[src/rtl/spi_regslave.sv]
module spi_regslave #(
  parameter int AW = 6,
  parameter int DW = 8,
  parameter int SYNC_STAGES = 2,
  parameter logic [DW-1:0] MAGIC = 'h96,
  parameter logic [AW-1:0] PRESET_ADDR = 'h3C,
  parameter logic [AW-1:0] CALIB_ADDR = 'h3D
) (
  input  logic          clk,
  input  logic          rst_n,
  input  logic          sck,
  input  logic          cs_n,
  input  logic          mosi,
  output logic          miso,
  output logic          miso_oe,
  output logic [AW-1:0] reg_addr,
  output logic [DW-1:0] reg_wdata,
  output logic          reg_we,
  output logic          reg_rd,
  input  logic [DW-1:0] reg_rdata,
  output logic          preset_stb,
  output logic          calib_stb
);
  localparam int MW = 2;
  localparam int HW = MW + AW;
  localparam int LW = (HW > DW) ? HW : DW;
  localparam int CW = $clog2(LW);

  typedef enum logic [1:0] {PH_HDR, PH_DATA, PH_SKIP} phase_t;

  logic [SYNC_STAGES-1:0] sck_p, cs_p, mosi_p;
  logic sck_s, cs_s, mosi_s, sck_q;
  logic fall, rise;
  logic [LW-1:0] sh, nxt;
  logic [CW-1:0] cnt;
  logic [AW-1:0] ptr;
  logic [DW-1:0] tx;
  logic is_rd, miso_q;
  phase_t ph;

  assign sck_s  = sck_p[SYNC_STAGES-1];
  assign cs_s   = cs_p[SYNC_STAGES-1];
  assign mosi_s = mosi_p[SYNC_STAGES-1];
  assign fall   = sck_q & ~sck_s;
  assign rise   = ~sck_q & sck_s;
  assign nxt    = {sh[LW-2:0], mosi_s};

  wire [MW-1:0] hdr_mode = nxt[HW-1 -: MW];
  wire [AW-1:0] hdr_addr = nxt[AW-1:0];
  wire [DW-1:0] rx_byte  = nxt[DW-1:0];
  wire          is_magic = (rx_byte == MAGIC);

  assign miso    = miso_q;
  assign miso_oe = ~cs_n;

  always_ff @(posedge clk or negedge rst_n) begin
    if (!rst_n) begin
      sck_p      <= '0;
      cs_p       <= '1;
      mosi_p     <= '0;
      sck_q      <= 1'b0;
      sh         <= '0;
      cnt        <= '0;
      ptr        <= '0;
      tx         <= '0;
      is_rd      <= 1'b0;
      miso_q     <= 1'b0;
      ph         <= PH_HDR;
      reg_addr   <= '0;
      reg_wdata  <= '0;
      reg_we     <= 1'b0;
      reg_rd     <= 1'b0;
      preset_stb <= 1'b0;
      calib_stb  <= 1'b0;
    end else begin
      sck_p  <= {sck_p[SYNC_STAGES-2:0], sck};
      cs_p   <= {cs_p[SYNC_STAGES-2:0], cs_n};
      mosi_p <= {mosi_p[SYNC_STAGES-2:0], mosi};
      sck_q  <= sck_s;
      reg_we     <= 1'b0;
      reg_rd     <= 1'b0;
      preset_stb <= 1'b0;
      calib_stb  <= 1'b0;
      if (reg_rd) tx <= reg_rdata;
      if (cs_s) begin
        ph     <= PH_HDR;
        cnt    <= '0;
        is_rd  <= 1'b0;
        miso_q <= 1'b0;
      end else begin
        if (fall && ph != PH_SKIP) begin
          sh <= nxt;
          if (ph == PH_HDR && cnt == CW'(HW-1)) begin
            cnt <= '0;
            case (hdr_mode)
              2'b00: begin
                ph    <= PH_DATA;
                is_rd <= 1'b0;
                ptr   <= hdr_addr;
              end
              2'b01: begin
                ph       <= PH_DATA;
                is_rd    <= 1'b1;
                reg_rd   <= 1'b1;
                reg_addr <= hdr_addr;
                ptr      <= hdr_addr + 1'b1;
              end
              default: ph <= PH_SKIP;
            endcase
          end else if (ph == PH_DATA && cnt == CW'(DW-1)) begin
            cnt <= '0;
            ptr <= ptr + 1'b1;
            if (is_rd) begin
              reg_rd   <= 1'b1;
              reg_addr <= ptr;
            end else if (is_magic && ptr == PRESET_ADDR) begin
              preset_stb <= 1'b1;
            end else if (is_magic && ptr == CALIB_ADDR) begin
              calib_stb <= 1'b1;
            end else begin
              reg_we    <= 1'b1;
              reg_addr  <= ptr;
              reg_wdata <= rx_byte;
            end
          end else begin
            cnt <= cnt + 1'b1;
          end
        end
        if (rise && ph == PH_DATA && is_rd) begin
          miso_q <= tx[DW-1];
          tx     <= {tx[DW-2:0], 1'b0};
        end
      end
    end
  end
endmodule


[config.mk]
export PLATFORM = sky130hd
export DESIGN_NAME = spi_regslave
export DESIGN_NICKNAME = d
export VERILOG_FILES = /design/src/rtl/spi_regslave.sv
export SDC_FILE = /design/constraint.sdc
export NUM_CORES = 1
export LEC_CHECK = 0
export ABC_AREA = 1
export BUFFER_PORTS_ARGS = -buffer_cell sky130_fd_sc_hd__clkbuf_2
export CAP_MARGIN = 20
export CORE_UTILIZATION = 55
export DETAILED_ROUTE_END_ITERATION = 8
export GPL_ROUTABILITY_DRIVEN = 0
export PLACE_DENSITY = 0.77
export SLEW_MARGIN = 20
export SYNTH_ARGS = -nofsm -noshare
export SYNTH_HDL_FRONTEND = slang
export SYNTH_SLANG_ARGS = --single-unit
export TNS_END_PERCENT = 30
[constraint.sdc]
create_clock -name clk -period 3.4 [get_ports clk]
set_input_delay 0.51 -clock clk [delete_from_list [all_inputs] [get_ports clk]]
set_output_delay 0.51 -clock clk [all_outputs]
set_load 0.02 [all_outputs]
## Yosys cells after proc, flatten, opt, wreduce, memory -nomap -nowiden

Index checks and enable logic that the tools add are counted.

- Add/sub/neg operators: 3
- Equality and inequality tests: 11
- Mux-type cells: 52
- Bitwise logic cells: 10
- Reductions and logical operators: 21

Operator list:

| kind | count |
|---|---|
| two-way mux 6 bit | 8 |
| two-way mux 1 bit | 31 |
| two-way mux 8 bit | 3 |
| adder 6 x 1 -> 6 bit (second input constant) | 2 |
| equality test 6 bit (second input constant) | 2 |
| two-way mux 3 bit | 4 |
| one-hot mux 6 bit (2 select lines) | 1 |
| equality test 8 bit (second input constant) | 1 |
| two-way mux 2 bit | 4 |
| NOT 1 bit | 8 |
| nonzero test 2 bit | 4 |
| logical AND 1 bit | 7 |
| AND reduction 7 bit | 1 |
| != test 3 bit (second input constant) | 2 |
| AND reduction 6 bit | 1 |
| equality test 2 x 1 -> 1 bit (second input constant) | 2 |
| logical NOT 2 bit | 2 |
| AND reduction 2 bit | 2 |
| AND reduction 4 bit | 1 |
| adder 3 x 1 -> 3 bit (second input constant) | 1 |
| equality test 3 bit (second input constant) | 1 |
| != test 3 x 1 -> 1 bit (second input constant) | 1 |
| AND reduction 3 bit | 1 |
| nonzero test 3 bit | 1 |
| 5 further kinds | 6 |

- Register bits after elaboration: 53
- Input bits: 13
- Output and inout port bits: 20
- Logic and storage cells: 114

## Logic depth before layout (Yosys ltp)

- Depth after elaboration: 9
- Gate-level depth with buffers: 11

## Worst setup path before layout

OpenSTA, ideal clock, no wires.

- Kind: reg2reg
- Start point: register mosi_p[1]
- End point: register reg_wdata[0]
- Arrival time: 1.489 ns
- Data required time: 3.326 ns
- Slack: 1.837 ns
- Cell stages (with the launch flop): 10
- Cell sequence: dfrtp_1 > inv_1 > ha_1 > nand2_1 > nor2_1 > nand4_2 > nand3_4 > buf_6 > nand2_1 > o21ai_2

- Longest elaborated chain between the ends: 4

Ends and longest elaborated chain:

| element | RTL line | source |
|---|---|---|
| from (decl) | 31 | `logic [SYNC_STAGES-1:0] sck_p, cs_p, mosi_p;` |
| from (signal assigned) | 78 | `mosi_p <= {mosi_p[SYNC_STAGES-2:0], mosi};` |
| equality test 8 bit | 51 | `wire is_magic = (rx_byte == MAGIC);` |
| logical AND 1 bit, on equally long branches | 118, 116 |  |
| NOT 1 bit (no source line) | n/a |  |
| AND reduction 7 bit (no source line) | n/a |  |
| to (signal assigned) | 123 | `reg_wdata <= rx_byte;` |
| to (decl) | 17 | `output logic [DW-1:0] reg_wdata,` |

Several ways; a longest one is shown, not always the timed one.
A chain may end at the register's enable or synchronous reset.

## Worst setup path after layout

- Start point: register cnt[0]
- End point: register cnt[2]

- Longest elaborated chain between the ends: 6

Ends and longest elaborated chain:

| element | RTL line | source |
|---|---|---|
| from (decl) | 35 | `logic [CW-1:0] cnt;` |
| from (signal assigned) | 126 | `cnt <= cnt + 1'b1;` |
| parallel branches: the longest is 3 deep, another holds adder 3 x 1 -> 3 bit | n/a |  |
| two-way mux 3 bit * | 93 | `if (ph == PH_HDR && cnt == CW'(HW-1)) begin` |
| two-way mux 3 bit * | 91 | `if (fall && ph != PH_SKIP) begin` |
| two-way mux 3 bit * | 85 | `if (cs_s) begin` |

Mark *: on every way between the ends. The select of a mux whose other input is x is not followed.

==> metrics.csv <==
stage;metric;value;unit
run_status;outcome;complete, but fails checks;
run_status;violated checks;design-rule violations;
final_layout;final std cells w/o fill;388;
job;max cap viols;0;
grt;GRT overflow;0;
floorplanning;Die ar.;4970;µm²
synthesis;area leader, netlist;dfrtp_1;
clock_network;Worst-Skew Late Latency;0.32;ns
sta;fmax;496;MHz
setup_path;CP Capture Type;register;
grt;Global Route Usage Sum;0.240;
power;Pleak;1.45;nW
synthesis;commonest register cell after synthesis;dfrtp_1;
sta;Worst Skew;0.00906;ns
grt;global-route wire length before repair;9270;µm
detailed_routing;via density per instance;5.40;
setup_path;RR Startpoint;cnt[0];
synthesis;sequential area share after synthesis;0.515;
synthesis;synthesized area;2580;µm²
sta;setup TNS;0;ns
placement;DP HPWL;3870;µm
synthesis;post-synthesis register bit count;53;
floorplanning;Site Rows;24;
floorplanning;Initial Util;0.580;
clock_network;Max Buffers Root-to-Sink;2;
sta;final max-slew violation count;0;
clock_network;hold buffer count at CTS;0;
setup_path;critical path class;register to register;
grt;initial antenna violation count;0;
final_layout;n_diodes;0;
setup_path;crit path max fanout;16;
detailed_routing;routed via count;2097;
setup_path;Setup crit start kind;register;
setup_path;CP Data Required Time;3.65;ns
sta;Fin. Hold Viols;0;
sta;Final min period;2.01;ns
setup_path;cells along the critical path;ha_1 -> ha_1 -> inv_1 -> nor2_2 -> nand2_1 -> inv_2 -> o21ai_0 -> o221a_2;
final_layout;most frequent cells in the layout;nand2_1 (88), dfrtp_1 (51), clkbuf_2 (32), o21ai_0 (25);
final_layout;Synth-to-Final Area Change;12.8;%
sta;RSZ-0062 raised after global routing;no;
synthesis;Syn Area/Cell;8.57;µm²
sta;Slew HR;0.568;
synthesis;Async S/R FF share, synth;1.00;
setup_path;reg2reg path depth;8;
setup_path;RR Endpoint;cnt[2];
clock_network;post-CTS setup buffer count;0;
clock_network;cts repair resizes;0;
detailed_routing;DRC Markers;4;
sta;Slew @ Worst Pin;0.648;ns
clock_network;CTS H-tree depth;2;
detailed_routing;Routed Antenna Nets;0;
final_layout;Nets;355;
power;Worst VDD drop;0.244;mV
detailed_routing;Initial DRC Count;167;
setup_path;crit path max-delay cell type;dfrtp_1;
clock_network;Num CTS Buffers;5;
placement;dpl cells;380;
synthesis;Post-synth EDFFs;0;
setup_path;crit path DAT;2.27;ns
min_path;Min-Delay Path Class;input port to async pin;
clock_network;Root Buffer;clkbuf_8;
floorplanning;chip width;70.5;µm
detailed_routing;Avg WL per Cell;13.4;µm
synthesis;synth unique cells;32;
floorplanning;die height;70.5;µm
sta;Final Setup Violations;0;
clock_network;TritonCTS clock tree;done;
final_layout;ratio of cells with drive above 1 in the final layout;0.226;
detailed_routing;DR pass1 iterations;6;
synthesis;post-synth top area share;0.495;
setup_path;CP max stage delay;0.42;ns
setup_path;Worst path most repeated cell;ha_1;
clock_network;Sink Count;53;
grt;vias in the first global route;2049;
setup_path;reg2reg setup slack;1.39;ns
floorplanning;core area;4440;µm²
final_layout;FILL cells;376;
setup_path;Top delay family on crit path;compound AO/OA/AOI/OAI gates;
synthesis;syn nets;321;
synthesis;synth warn;0;
setup_path;crit path buf inv count;2;
floorplanning;I/O pins;33;
synthesis;Post-Syn Instances;301;
grt;largest net degree at the start of global routing;28;
final_layout;most common cell after layout, fill and taps aside;nand2_1;
clock_network;CTS clock-pin slew for the worst setup and hold paths;0.10;ns
detailed_routing;WL final;5220;µm
placement;IO Port Bufs;32;
power;pwr dens;454;nW/µm²
synthesis;Synth area leaders;dfrtp_1 (49%), nand2_1 (13%), o21ai_0 (4.9%);
sta;fin crit share;0.593;
final_layout;Post-Route Utilization;0.655;
==> final cells by class <==
class | count | area (µm²) | share of cell area
clock buffers | 5 | 68.8 | 0.0237
clock inverters | 3 | 65.1 | 0.0224
inverters | 29 | 109 | 0.0374
multi-input cells | 213 | 1100 | 0.380
flip-flops and latches | 53 | 1330 | 0.457
well taps | 52 | 65.1 | 0.0224
repair buffers | 33 | 168 | 0.0576
==> through the flow <==
step	total power, mW	hold WS, ns	setup WS [ns]	area, µm²
after floorplan	0.774	0.214	1.84	2580
after global placement	0.825	0.332	1.56	2780
after detailed placement	0.829	0.336	1.42	2780
after CTS	1.32	0.220	1.39	2910
after global routing	1.37	0.275	1.17	2910
final	1.32	0.201	1.39	2910
==> how the worst max path moves through the flow <==
| stage | startpoint | endpoint | slack [ns] | cells past startpoint |
|---|---|---|---|---|
| 6_report | cnt[0] | cnt[2] | 1.39 | 8 |
| 5_1_grt | cnt[0] | is_rd | 1.17 | 10 |
| 4_1_cts | cnt[0] | cnt[2] | 1.39 | 8 |
| 3_5_place_dp | cnt[0] | cnt[2] | 1.42 | 8 |
| 3_3_place_gp | cnt[0] | cnt[2] | 1.56 | 8 |
| 2_1_floorplan | mosi_p[1] | reg_wdata[0] | 1.84 | 9 |
==> cell usage after synthesis (2+ instances only) <==
library cell,instances
nand2_1,88
dfrtp_1,51
o21ai_0,25
inv_1,22
nand3_1,22
nor2_1,22
a21oi_1,10
o21ai_2,8
ha_1,7
inv_2,7
nor2_2,6
o31ai_1,4
nand2_2,3
nand4_1,3
buf_2,2
clkbuf_1,2
dfstp_2,2
nand3_2,2
nand3_4,2
==> metal layers <==
layer,wire [µm],global-route usage,share of wire,vias to the layer above
met1,2240,0.307,0.43,965
met3,311,0.0476,0.060,14
met2,2550,0.393,0.49,73
met5,0,0,0,-
met4,114,0.111,0.022,0
li1,-,-,-,1045
==> state kept, by name (all words and copies together) (netlist names), 2 cells and up <==
name,count
tx,8
ptr,6
cnt,3
reg_addr,6
cs_p,2
sh,7
ph,2
mosi_p,2
sck_p,2
reg_wdata,8
==> cell families (layout without fill, tap and decap cells) <==
group           after synthesis  after routing  share of synthesized area
simple gates                154            154                      0.272
buf+inv                      35             70                     0.0563
compound gates               52             52                      0.122
flops                        53             53                      0.515
fa+ha+maj                     7              7                     0.0340
==> power breakdown <==
group,internal (mW),switching [mW],leakage [nW]
Combinational,0.0347,0.0864,0.714
Sequential,0.659,0.0377,0.671
Clock,0.292,0.210,0.0681
Power figures use the tool's default switching activity.
